### src/rtl/tmr_pkg.sv
package tmr_pkg;

    // Edge watcher states: level seen at the most recent tick
    typedef enum logic {
        PIN_WAS_LO = 1'b0,
        PIN_WAS_HI = 1'b1
    } edge_st_t;

    // Control bits, packed so that bit0=run, bit1=select, bit2=gate
    typedef struct packed {
        logic gate;
        logic sel;
        logic run;
    } ctl_t;

    localparam int unsigned ADR_CTL  = 0;
    localparam int unsigned ADR_FLAG = 1;
    localparam int unsigned ADR_CNT0 = 2;

endpackage

### src/rtl/tmr_regs.sv
module tmr_regs
    import tmr_pkg::*;
#(
    parameter int CNT_W  = 16,
    parameter int ADDR_W = 3,
    localparam int NB    = CNT_W / 8
) (
    input  logic              clk,
    input  logic              rst_n,
    input  logic              wr_en,
    input  logic [ADDR_W-1:0] wr_addr,
    input  logic [2:0]        wr_lsb,
    output ctl_t              ctl,
    output logic              flag_we,
    output logic              flag_wd,
    output logic [NB-1:0]     byte_we
);

    logic ctl_we;

    assign ctl_we  = wr_en && (wr_addr == ADDR_W'(ADR_CTL));
    assign flag_we = wr_en && (wr_addr == ADDR_W'(ADR_FLAG));
    assign flag_wd = wr_lsb[0];

    // one write strobe per count byte
    for (genvar b = 0; b < NB; b++) begin : g_byte_sel
        assign byte_we[b] = wr_en && (wr_addr == ADDR_W'(ADR_CNT0 + b));
    end

    always_ff @(posedge clk) begin
        if (!rst_n) begin
            ctl <= '0;
        end else if (ctl_we) begin
            ctl <= ctl_t'(wr_lsb);
        end
    end

    // control bits change only through their own address
    a_r8_ctl_hold: assert property (@(posedge clk) disable iff (!rst_n)
        !ctl_we |=> $stable(ctl));

    // a control write lands the next cycle
    a_r8_ctl_load: assert property (@(posedge clk) disable iff (!rst_n)
        ctl_we |=> (ctl == ctl_t'($past(wr_lsb))));

endmodule

### src/rtl/tmr_edge.sv
module tmr_edge
    import tmr_pkg::*;
(
    input  logic clk,
    input  logic rst_n,
    input  logic tick,
    input  logic pin,
    output logic fall
);

    edge_st_t state_q, state_d;

    // state register
    always_ff @(posedge clk) begin
        if (!rst_n) begin
            state_q <= PIN_WAS_LO;
        end else begin
            state_q <= state_d;
        end
    end

    // next state: only a tick moves the machine
    always_comb begin
        state_d = state_q;
        if (tick) begin
            unique case (state_q)
                PIN_WAS_LO: if (pin)  state_d = PIN_WAS_HI;
                PIN_WAS_HI: if (!pin) state_d = PIN_WAS_LO;
                default:              state_d = PIN_WAS_LO;
            endcase
        end
    end

    // output: event on the HI->LO transition
    always_comb begin
        fall = 1'b0;
        unique case (state_q)
            PIN_WAS_HI: fall = tick && !pin;
            PIN_WAS_LO: fall = 1'b0;
            default:    fall = 1'b0;
        endcase
    end

    // a high sample on a tick arms the watcher
    a_r4_arm: assert property (@(posedge clk) disable iff (!rst_n)
        (tick && pin) |=> (state_q == PIN_WAS_HI));

    // two events in a row are impossible
    a_r5_no_double: assert property (@(posedge clk) disable iff (!rst_n)
        fall |=> !fall);

    // nothing is seen between ticks
    a_r5_tick_only: assert property (@(posedge clk) disable iff (!rst_n)
        !tick |=> $stable(state_q));

    // right after reset the watcher is disarmed
    a_r10_reset_lo: assert property (@(posedge clk)
        !rst_n |=> (state_q == PIN_WAS_LO));

endmodule

### src/rtl/tmr_core.sv
module tmr_core
    import tmr_pkg::*;
#(
    parameter int CNT_W = 16,
    localparam int NB   = CNT_W / 8
) (
    input  logic             clk,
    input  logic             rst_n,
    input  ctl_t             ctl,
    input  logic             tick,
    input  logic             fall,
    input  logic             gate_pin,
    input  logic [NB-1:0]    byte_we,
    input  logic [7:0]       wr_data,
    input  logic             flag_we,
    input  logic             flag_wd,
    output logic [CNT_W-1:0] cnt_q,
    output logic             ovf_q
);

    logic             src, allow, inc, wrap;
    logic [CNT_W-1:0] cnt_d;

    assign src   = ctl.sel ? fall : tick;
    assign allow = !ctl.gate || gate_pin;
    assign inc   = ctl.run && allow && src;
    assign wrap  = inc && (cnt_q == '1);

    always_comb begin
        cnt_d = inc ? cnt_q + CNT_W'(1) : cnt_q;
        for (int b = 0; b < NB; b++) begin
            if (byte_we[b]) cnt_d[b*8 +: 8] = wr_data;
        end
    end

    always_ff @(posedge clk) begin
        if (!rst_n) begin
            cnt_q <= '0;
            ovf_q <= 1'b0;
        end else begin
            cnt_q <= cnt_d;
            if (wrap)         ovf_q <= 1'b1;
            else if (flag_we) ovf_q <= flag_wd;
        end
    end

    // one step per accepted increment
    a_r2_step: assert property (@(posedge clk) disable iff (!rst_n)
        (inc && byte_we == '0) |=> (cnt_q == $past(cnt_q) + CNT_W'(1)));

    // stopped counter holds
    a_r3_hold: assert property (@(posedge clk) disable iff (!rst_n)
        (!ctl.run && byte_we == '0) |=> $stable(cnt_q));

    // closed gate blocks counting
    a_r6_gate_block: assert property (@(posedge clk) disable iff (!rst_n)
        (ctl.gate && !gate_pin && byte_we == '0) |=> $stable(cnt_q));

    // wrap sets the flag
    a_r7_wrap_flag: assert property (@(posedge clk) disable iff (!rst_n)
        wrap |=> ovf_q);

    // the flag is sticky without a flag write
    a_r7_sticky: assert property (@(posedge clk) disable iff (!rst_n)
        (ovf_q && !flag_we) |=> ovf_q);

    // a low-byte write wins over an increment
    a_r8_low_write: assert property (@(posedge clk) disable iff (!rst_n)
        byte_we[0] |=> (cnt_q[7:0] == $past(wr_data)));

endmodule

### src/rtl/dual_src_timer.sv
module dual_src_timer
    import tmr_pkg::*;
#(
    parameter int CNT_W  = 16,
    parameter int ADDR_W = 3
) (
    input  logic              clk,
    input  logic              rst_n,
    input  logic              mc_tick,
    input  logic              ev_pin,
    input  logic              gate_pin,
    input  logic              wr_en,
    input  logic [ADDR_W-1:0] wr_addr,
    input  logic [7:0]        wr_data,
    output logic [CNT_W-1:0]  count,
    output logic              ovf
);

    localparam int NB = CNT_W / 8;

    ctl_t          ctl;
    logic          flag_we, flag_wd, fall;
    logic [NB-1:0] byte_we;

    tmr_regs #(.CNT_W(CNT_W), .ADDR_W(ADDR_W)) u_regs (
        .clk     (clk),
        .rst_n   (rst_n),
        .wr_en   (wr_en),
        .wr_addr (wr_addr),
        .wr_lsb  (wr_data[2:0]),
        .ctl     (ctl),
        .flag_we (flag_we),
        .flag_wd (flag_wd),
        .byte_we (byte_we)
    );

    tmr_edge u_edge (
        .clk   (clk),
        .rst_n (rst_n),
        .tick  (mc_tick),
        .pin   (ev_pin),
        .fall  (fall)
    );

    tmr_core #(.CNT_W(CNT_W)) u_core (
        .clk      (clk),
        .rst_n    (rst_n),
        .ctl      (ctl),
        .tick     (mc_tick),
        .fall     (fall),
        .gate_pin (gate_pin),
        .byte_we  (byte_we),
        .wr_data  (wr_data),
        .flag_we  (flag_we),
        .flag_wd  (flag_wd),
        .cnt_q    (count),
        .ovf_q    (ovf)
    );

    // reset leaves a cleared count and flag
    a_r1_reset_state: assert property (@(posedge clk)
        !rst_n |=> (count == '0 && !ovf));

endmodule

### config.mk
export PLATFORM = sky130hd
export DESIGN_NAME = dual_src_timer
export DESIGN_NICKNAME = d
export VERILOG_FILES = /design/src/rtl/tmr_pkg.sv /design/src/rtl/tmr_regs.sv /design/src/rtl/tmr_edge.sv /design/src/rtl/tmr_core.sv /design/src/rtl/dual_src_timer.sv
export SDC_FILE = /design/constraint.sdc
export NUM_CORES = 1
export LEC_CHECK = 0
export BUFFER_PORTS_ARGS = -buffer_cell sky130_fd_sc_hd__buf_2
export CORE_UTILIZATION = 55
export DETAILED_ROUTE_END_ITERATION = 7
export HOLD_SLACK_MARGIN = 0.15
export PLACE_DENSITY = 0.83
export SYNTH_ARGS = -nofsm -noshare
export SYNTH_HDL_FRONTEND = slang
export SYNTH_HIERARCHICAL = 1
export SYNTH_SLANG_ARGS = --single-unit
export TNS_END_PERCENT = 10
### constraint.sdc
create_clock -name clk -period 4.2 [get_ports clk]
set_input_delay 0.21 -clock clk [delete_from_list [all_inputs] [get_ports clk]]
set_output_delay 0.21 -clock clk [all_outputs]
set_load 0.03 [all_outputs]
==> impl_metrics.py, run 1 <==
metrics = {
    "outcome": {
        "status": "completed",
    },
    "min_path": {
        "hold_class": "in -> reg",
    },
    "synth": {
        "synth_edf_count": 0,
        "yosysTopAreaCell": "dfxtp_1",
        "ys.flop_type": "dfxtp_1",
        "synth.distinct_cells": 41,
        "syn_inst": 142,
        "synth_top_area_share_pct": 33.6,
        "ys_ff_latch": 21,
        "ys_seq_area_share_pct": 33.6,
        "synth-async-reset-ratio_pct": 0,
        "synth_warnings": 6,
        "syn_nets": 160,
        "syn_avg_cell_area_um2": 8.80,
        "ys_top_cells_by_area": "dfxtp_1 (34%), o21ai_0 (6.8%), mux2i_1 (4.8%)",
        "syn_area_um2": 1250,
    },
    "global_route": {
        "grt.total_usage_pct": 25.7,
        "grt_pass1_wl_um": 4960,
        "grt_pass1_vias": 1125,
        "grt_max_degree": 31,
        "antenna_found_initial": 0,
        "grt-ovfl-total": 0,
    },
    "clock_network": {
        "htree_levels": 1,
        "cts-root-buf": "clkbuf_4",
        "cts_max_path_buffers": 2,
        "clk_pin_slew_ns": 0.12,
        "cts_tree": "done",
        "post_cts_buffers": 0,
        "cts-buffers-inserted": 3,
        "cts-hold-fix-buffers": 0,
        "cts.sinks": 21,
        "ctsResizeCount": 0,
        "clkLatencyLatePin_ns": 0.29,
    },
    "setup_path": {
        "critPathTopFamily": "simple AND/OR/NAND/NOR gates",
        "r2r_slack_ns": 2.40,
        "worstSetupPathType": "reg -> reg",
        "path_cells": "and3b_2 > mux2_4 > nand4_2 > or4_1 > and3_1",
        "max_stage_delay_ns": 0.55,
        "start_kind": "flop",
        "critical_path_required_ns": 4.39,
        "critPathBufInv": 0,
        "cp_slowest_cell": "or4_1",
        "worstPathMaxFanout": 13,
        "critPathCaptureType": "flop",
        "cp_data_arrival_time_ns": 1.99,
    },
    "power": {
        "power.density_nw_per_um2": 265,
        "leakagePower_nw": 0.578,
        "irDropWorstVdd_v": 0.000148,
        "finalPower_mw": 0.381,
    },
    "place": {
        "place.detailed.hpwl_um": 2260,
        "port_buffers": 33,
        "place_congestion": 0.841,
        "dp_slack_ns": 2.41,
        "place_area_um2": 1410,
    },
    "sta": {
        "worst_slew_pin_slew_ns": 0.433,
        "fin_ws_ns": 2.40,
        "drv_slew": 0,
        "period_needed_ns": 1.80,
        "grt_setup_unrepaired": "false",
        "hold_viol": 0,
        "setup_viol": 0,
        "final.setup.tns_ns": 0,
        "max_slew_margin_pct": 71.1,
        "fin_crit_sh_pct": 42.8,
        "max_freq_mhz": 557,
        "timing.hold.ws_ns": 0.182,
        "fin_skew_ns": 0.00606,
    },
    "detailed_routing": {
        "route.detailed.wl_per_inst_um": 15.3,
        "dr.pass1.iters": 4,
        "vias_per_cell": 6.46,
        "ant_nets": 0,
        "wl_um": 3050,
        "drc": 0,
        "drt_iter0_drc": 57,
        "num_vias": 1292,
    },
    "cells_and_area": {
        "nNetsFinal": 192,
        "area_growth_pct": 15.0,
        "num_antenna_cells": 0,
        "final_area_um2": 1440,
        "drive_gt1_share_pct": 27.2,
        "fillers": 170,
    },
    "run": {
        "max_cap_viol_count": 0,
    },
    "floorplan": {
        "die_h_um": 49.7,
        "rows": 16,
        "coreArea_um2": 2040,
        "die_x_um": 49.7,
        "ioPinCount": 34,
        "initial_utilization_pct": 61.2,
        "dieArea_um2": 2470,
    },
}
layer usage:
metal,up-vias,wire length [µm],track usage [%],share of wire (%)
li1,626,-,-,-
met1,608,1400,34.0,46
met2,56,1410,44.8,46
met3,2,225,3.09,7.4
met4,0,12,4.76,0.39
met5,-,0,0,0
placed cells by master (no fill, tap or decap), drive strengths merged, types with 4 or more instances in the layout:
| cell | count |
|---|---|
| buf | 33 |
| dfxtp | 21 |
| o21ai | 17 |
| nand2 | 12 |
| a31oi | 9 |
| nand4 | 9 |
| nand3 | 8 |
| or4 | 8 |
| o31ai | 6 |
| mux2i | 6 |
| and3 | 5 |
| a21oi | 4 |
power by group:
part           switching [mW]  internal, mW
combinational          0.0412        0.0244
clock                  0.0598        0.0353
sequential             0.0123         0.208
per-stage QoR:
step                util (%)  cells
floorplan                  -    142
global placement        69.1    196
detailed placement      69.1    196
CTS                     70.4    200
global route            70.4    200
finish                  70.4    200
cell usage after synthesis (all sizes together), types with 3 or more instances:
cell type  instances
buf                3
or4                8
nand4              9
o31ai              6
and3               5
mux2i              6
nand3              8
a21oi              4
inv                3
and4               3
a31oi              9
dfxtp             21
or3                3
o21ai             17
nand2             12
worst paths after layout:
check | endpoint | from | cells past startpoint
max | u_core/cnt_q[15] | u_edge/state_q | 5
min reg2reg | u_regs/ctl[2] | u_regs/ctl[2] | 2
max reg2reg | u_core/cnt_q[15] | u_edge/state_q | 5
min | u_edge/state_q | ev_pin | 3
cell families after synthesis:
| family | count (synthesis) | share of synthesized area [%] |
|---|---|---|
| adders and majority gates | 1 | 1.00 |
| xor gates and xnor gates | 4 | 2.80 |
| AOI/OAI and AO/OA | 42 | 20.5 |
| muxes | 7 | 6.01 |
| DFF | 21 | 33.6 |
| and+or+nand+nor | 58 | 32.0 |
| buffers and inverters | 9 | 4.00 |
worst reg2reg max path: cells and delay by family, from the launching register on:
kind             cells  cell delay [ns]
multiplexers         1             0.18
AND/OR/NAND/NOR      4             1.17
flip-flops           1             0.36
registers in the layout, summed over array words and instances (netlist names):
signal,cells
u_core/cnt_q,16
u_core/ovf_q,1
u_edge/state_q,1
u_regs/ctl,3
final cells by class:
type                            count  area (µm²)  area share, %
Tap cell                           27        33.8           2.35
Sequential cell                    21         420           29.2
Timing Repair Buffer               33         165           11.5
Multi-Input combinational cell    112         779           54.2
Clock buffer                        3        22.5           1.57
Clock inverter                      1        5.00          0.348
Inverter                            3        11.3          0.783
Note: power is estimated with default switching activity, not from simulation.
==> run 2, diff against run 1 <==
--- a/config.mk
+++ b/config.mk
@@ -6,10 +6,10 @@
 export NUM_CORES = 1
 export LEC_CHECK = 0
 export BUFFER_PORTS_ARGS = -buffer_cell sky130_fd_sc_hd__buf_2
-export CORE_UTILIZATION = 55
+export CORE_UTILIZATION = 51
 export DETAILED_ROUTE_END_ITERATION = 7
 export HOLD_SLACK_MARGIN = 0.15
-export PLACE_DENSITY = 0.83
+export PLACE_DENSITY = 0.78
 export SYNTH_ARGS = -nofsm -noshare
 export SYNTH_HDL_FRONTEND = slang
 export SYNTH_HIERARCHICAL = 1
==> constraint.sdc (replaced) <==
create_clock -name clk -period 1.88 [get_ports clk]
set_input_delay 0.094 -clock clk [delete_from_list [all_inputs] [get_ports clk]]
set_output_delay 0.094 -clock clk [all_outputs]
set_load 0.03 [all_outputs]
==> run 2 against run 1 <==
  * Combinational power rose to 2.8 times the previous value
  * Critical endpoint is now u_core/ovf_q
  * Critical path type is now in -> reg
  * Clock-buffer cell count rose by 1
  * Die area is 7.5% higher
  * Sequential cell count unchanged
  * Critical path depth up 2
==> impl_metrics.py, run 2 (same netlist as run 1, synthesis figures left out) <==
metrics = {
    "clock_network": {
        "cts-buffers-inserted": 3,
        "clk_pin_slew_ns": 0.12,
        "cts-root-buf": "clkbuf_4",
        "post_cts_buffers": 0,
        "cts_max_path_buffers": 2,
        "cts.sinks": 21,
        "clkLatencyLatePin_ns": 0.31,
        "cts_tree": "done",
        "htree_levels": 1,
    },
    "place": {
        "place_congestion": 0.826,
        "place.detailed.hpwl_um": 2330,
        "port_buffers": 33,
        "dp_slack_ns": 0.138,
    },
    "setup_path": {
        "r2r-end": "u_core/ovf_q",
        "r2r_slack_ns": 0.19,
        "r2r_start": "u_edge/state_q",
        "rr_worst_depth": 5,
        "start_kind": "primary input",
        "critical_path_required_ns": 2.13,
        "path_cells": "dlygate4sd3_1 > buf_2 > and3b_2 > mux2_4 > nand4_4 > or4_1 > a21boi_1",
        "cp_slowest_cell": "or4_1",
        "max_stage_delay_ns": 0.56,
        "cp-startpoint": "ev_pin",
        "worstPathMaxFanout": 10,
        "worstSetupPathType": "in -> reg",
        "critPathCaptureType": "flop",
        "cp-endpoint": "u_core/ovf_q",
        "cp_data_arrival_time_ns": 2.06,
    },
    "cells_and_area": {
        "utilization_pct": 71.3,
        "largest_register": "u_core/cnt_q",
        "fillers": 191,
        "num_antenna_cells": 0,
        "nNetsFinal": 208,
        "area_growth_pct": 28.6,
        "layout_commonest_cell": "buf_2",
        "drive_gt1_share_pct": 25.9,
        "reg_top3": "u_core/cnt_q x16, u_regs/ctl x3",
        "largest_register_ffs": 16,
        "layout_common_cells": "buf_2 (33), dfxtp_1 (21), o21ai_0 (17), dlygate4sd3_1 (13), nand2_1 (12)",
    },
    "min_path": {
        "hold_class": "in -> reg",
        "hp-start": "wr_addr[0]",
    },
    "floorplan": {
        "ioPinCount": 34,
        "die_h_um": 51.5,
        "die_x_um": 51.5,
        "initial_utilization_pct": 55.4,
        "rows": 17,
        "dieArea_um2": 2650,
        "coreArea_um2": 2250,
    },
    "sta": {
        "timing.hold.ws_ns": 0.154,
        "max_freq_mhz": 553,
        "worst_slew_pin_slew_ns": 0.461,
        "final.setup.tns_ns": 0,
        "fin_ws_ns": 0.0729,
        "max_slew_margin_pct": 69.3,
        "hold_viol": 0,
        "drv_slew": 0,
        "fin_skew_ns": 0.000954,
        "setup_viol": 0,
        "fin_crit_sh_pct": 96.1,
        "grt_setup_unrepaired": "false",
        "period_needed_ns": 1.81,
    },
    "detailed_routing": {
        "route.detailed.wl_per_inst_um": 16.4,
        "vias_per_cell": 6.24,
        "drt_iter0_drc": 44,
        "dr.pass1.iters": 4,
        "ant_nets": 0,
        "num_vias": 1355,
        "drc": 0,
        "wl_um": 3570,
    },
    "run": {
        "max_cap_viol_count": 0,
    },
    "global_route": {
        "grt-ovfl-total": 0,
        "antenna_found_initial": 0,
        "grt_pass1_wl_um": 5360,
        "grt_pass1_vias": 1198,
        "grt.total_usage_pct": 27.4,
        "grt_max_degree": 31,
    },
    "power": {
        "finalPower_mw": 0.895,
        "leakagePower_nw": 0.656,
        "irDropWorstVdd_v": 0.000524,
        "power.density_nw_per_um2": 557,
    },
    "outcome": {
        "status": "completed",
    },
}
## run 2: metal layers
metal	GRT usage, %	vias to the layer above	wire length (µm)
li1	-	658	-
met1	36.4	653	1560
met2	46.8	42	1820
met3	5.26	2	178
met4	4.05	0	9
met5	0	-	0
## run 2: power by group
group	switching [mW]	internal, mW	total (mW)	leakage [nW]
registers	0.0227	0.465	0.488	0.171
clock network	0.140	0.0829	0.223	0.0150
logic	0.106	0.0776	0.184	0.471
total	0.269	0.626	0.895	0.656
## run 2: how the worst min path moves through the flow
stage	to	slack [ns]	cells past startpoint
after floorplan	u_edge/state_q	0.22	1
after global placement	u_edge/state_q	0.37	3
after detailed placement	u_regs/ctl[1]	0.40	3
after CTS	u_regs/ctl[2]	0.16	3
after global routing	u_regs/ctl[2]	0.15	3
final	u_regs/ctl[2]	0.15	3
## run 2: stage by stage
| step | area, µm² | std cells |
|---|---|---|
| floorplan | 1250 | 142 |
| global placement | 1430 | 200 |
| detailed placement | 1430 | 200 |
| CTS | 1580 | 216 |
| global route | 1610 | 217 |
| finish | 1610 | 217 |
## run 2: worst max-delay path: cells and delay by family
family	cells	cell delay, ns
and+or+nand+nor	3	0.96
muxes	1	0.20
buffers and inverters	2	0.65
AOI/OAI and AO/OA	1	0.14
## run 2: cell type report
| class | instances | area, µm² | area share [%] |
|---|---|---|---|
| clock buffers | 4 | 26.3 | 1.63 |
| inverters | 3 | 11.3 | 0.700 |
| multi-input cells | 112 | 797 | 49.6 |
| flip-flops and latches | 21 | 420 | 26.1 |
| well taps | 28 | 35.0 | 2.18 |
| repair buffers | 49 | 318 | 19.8 |
## run 2: timing repair
item | 4_1_cts | 5_1_grt
endpoints found under the hold margin | 17 | 1
hold buffers | 12 | 1
endpoints found under the setup margin | 0 | 8
gates resized for setup | 0 | 2
==> run 3, diff against run 2 <==
--- a/config.mk
+++ b/config.mk
@@ -6,10 +6,12 @@
 export NUM_CORES = 1
 export LEC_CHECK = 0
 export BUFFER_PORTS_ARGS = -buffer_cell sky130_fd_sc_hd__buf_2
-export CORE_UTILIZATION = 51
+export CELL_PAD_IN_SITES_DETAIL_PLACEMENT = 0
+export CELL_PAD_IN_SITES_GLOBAL_PLACEMENT = 1
+export CORE_UTILIZATION = 38
 export DETAILED_ROUTE_END_ITERATION = 7
 export HOLD_SLACK_MARGIN = 0.15
-export PLACE_DENSITY = 0.78
+export PLACE_DENSITY_LB_ADDON = 0.1
 export SYNTH_ARGS = -nofsm -noshare
 export SYNTH_HDL_FRONTEND = slang
 export SYNTH_HIERARCHICAL = 1
==> run 3 against run 2 <==
  * Setup slack worse by 0.049 ns
  * Clock-buffer cell count is 1 lower
  * Worst hold slack better by 0.067 ns
  * Non-clock buffer count is 5 higher
  * Design area is 4.3% higher
  * Total power is 0.30% higher
  * Core utilization is 17 points lower
  * First-iteration DRC count is 70% higher
  * Critical path depth is 1 lower
==> impl_metrics.py, run 3 (same netlist as run 1, synthesis figures left out) <==
metrics = {
    "detailed_routing": {
        "wl_um": 3490,
        "vias_per_cell": 5.70,
        "dr.pass1.iters": 4,
        "num_vias": 1356,
        "drc": 0,
        "route.detailed.wl_per_inst_um": 14.7,
        "drt_iter0_drc": 75,
        "ant_nets": 0,
    },
    "setup_path": {
        "worstPathMaxFanout": 11,
        "worstSetupPathType": "in -> reg",
        "path_cells": "dlygate4sd3_1 > buf_4 > nand2_1 > dlygate4sd3_1 > mux2i_1 > dlygate4sd3_1",
        "critPathTopFamily": "buffers and inverters",
        "max_stage_delay_ns": 0.56,
        "critical_path_required_ns": 2.09,
        "r2r_slack_ns": 0.21,
        "rr_worst_depth": 5,
        "cp_data_arrival_time_ns": 2.06,
        "cp_slowest_cell": "dlygate4sd3_1",
        "r2r_start": "u_edge/state_q",
        "r2r-end": "u_core/cnt_q[15]",
        "critPathCaptureType": "flop",
        "path_common_cell": "dlygate4sd3_1",
        "start_kind": "primary input",
        "critPathBufInv": 4,
    },
    "sta": {
        "max_slew_margin_pct": 75.6,
        "fin_crit_sh_pct": 98.7,
        "worst_slew_pin_slew_ns": 0.366,
        "period_needed_ns": 1.86,
        "fin_skew_ns": 0.00302,
        "setup_viol": 0,
        "max_freq_mhz": 539,
        "drv_slew": 0,
        "hold_viol": 0,
    },
    "place": {
        "place.detailed.hpwl_um": 2470,
        "port_buffers": 33,
        "place_congestion": 0.738,
        "place_area_um2": 1470,
    },
    "clock_network": {
        "clkLatencyLatePin_ns": 0.30,
        "cts.sinks": 21,
        "cts-root-buf": "clkbuf_4",
        "post_cts_buffers": 0,
        "htree_levels": 1,
        "cts_tree": "done",
        "cts-buffers-inserted": 3,
        "cts_max_path_buffers": 2,
        "clk_pin_slew_ns": 0.12,
    },
    "floorplan": {
        "die_x_um": 59.4,
        "coreArea_um2": 3080,
        "die_h_um": 59.4,
        "rows": 20,
        "ioPinCount": 34,
        "dieArea_um2": 3520,
        "initial_utilization_pct": 40.6,
    },
    "global_route": {
        "grt_pass1_wl_um": 5610,
        "grt-ovfl-total": 0,
        "grt_max_degree": 21,
        "grt.total_usage_pct": 21.0,
        "antenna_found_initial": 0,
        "grt_pass1_vias": 1241,
    },
    "min_path": {
        "min_to": "u_core/ovf_q",
        "hold_class": "in -> reg",
        "hold-path-cell-count": 4,
        "hp-start": "wr_addr[2]",
    },
    "run": {
        "max_cap_viol_count": 0,
    },
    "cells_and_area": {
        "nNetsFinal": 213,
        "layout_commonest_cell": "buf_2",
        "layout_common_cells": "buf_2 (32), dfxtp_1 (21), o21ai_0 (17), dlygate4sd3_1 (16), nand2_1 (12)",
        "num_antenna_cells": 0,
        "reg_top3": "u_core/cnt_q x16, u_regs/ctl x3",
        "drive_gt1_share_pct": 26.8,
        "final_area_um2": 1680,
        "utilization_pct": 54.5,
        "area_growth_pct": 34.1,
        "largest_register_ffs": 16,
        "largest_register": "u_core/cnt_q",
    },
    "power": {
        "irDropWorstVdd_v": 0.000254,
        "leakagePower_nw": 0.684,
        "power.density_nw_per_um2": 535,
    },
    "outcome": {
        "status": "completed",
    },
}
==> run 3: changes by cell type in the layout (fill, tap and decap cells not counted) <==
cell / before / now
buf_4: 3 / 6
dlygate4sd3_1: 13 / 16
buf_2: 33 / 32
clkbuf_1: 1 / 0
clkinv_2: 0 / 1
==> run 3: per-layer routing <==
metal	track usage, %	wire length [µm]
met1	27.9	1690
met3	2.62	101
met2	33.9	1680
met4	8.84	20
met5	0	0
==> run 3: worst max-delay path by stage <==
stage	startpoint	end	cells after the start
final	rst_n	u_regs/ctl[0]	6
after global routing	rst_n	u_regs/ctl[0]	6
after CTS	ev_pin	u_core/cnt_q[15]	7
after detailed placement	u_edge/state_q	u_core/cnt_q[15]	5
after global placement	u_edge/state_q	u_core/cnt_q[15]	5
after floorplan	u_core/cnt_q[7]	u_core/cnt_q[15]	4
==> run 3: cell type report <==
type | count | area, µm²
Sequential cell | 21 | 420
Inverter | 3 | 11.3
Clock buffer | 3 | 22.5
Timing Repair Buffer | 54 | 365
Multi-Input combinational cell | 112 | 797
Clock inverter | 1 | 5.00
Fill cell | 323 | 1400
Tap cell | 44 | 55.1
==> run 3: what timing repair did <==
| action | 4_1_cts | 5_1_grt |
|---|---|---|
| endpoints found under the hold margin | 18 | 0 |
| resized for setup | 0 | 4 |
| hold buffers | 16 | 0 |
| endpoints found under the setup margin | 0 | 7 |
==> run 3: report_power, final <==
group          total, mW  switching, mW  internal, mW
Clock              0.224          0.144        0.0794
Combinational      0.184          0.104        0.0804
Sequential         0.490         0.0245         0.465
==> run 3: worst reg2reg max path, delay by kind of cell (launching register included) <==
family           cells  cell delay [ns]
DFF                  1             0.36
muxes                1             0.19
and+or+nand+nor      4             1.03
==> run 3: per-stage QoR <==
step                      total power [mW]  setup WS (ns)  hold slack (ns)  setup TNS, ns  std cells
after floorplan                      0.589          0.126            0.222              0        142
after global placement               0.653          0.186            0.382              0        218
after detailed placement             0.656          0.158            0.392              0        218
after CTS                            0.911         0.0122            0.204              0        238
after global routing                 0.949       -0.00952            0.243       -0.00952        238
final                                0.898         0.0238            0.222              0        238
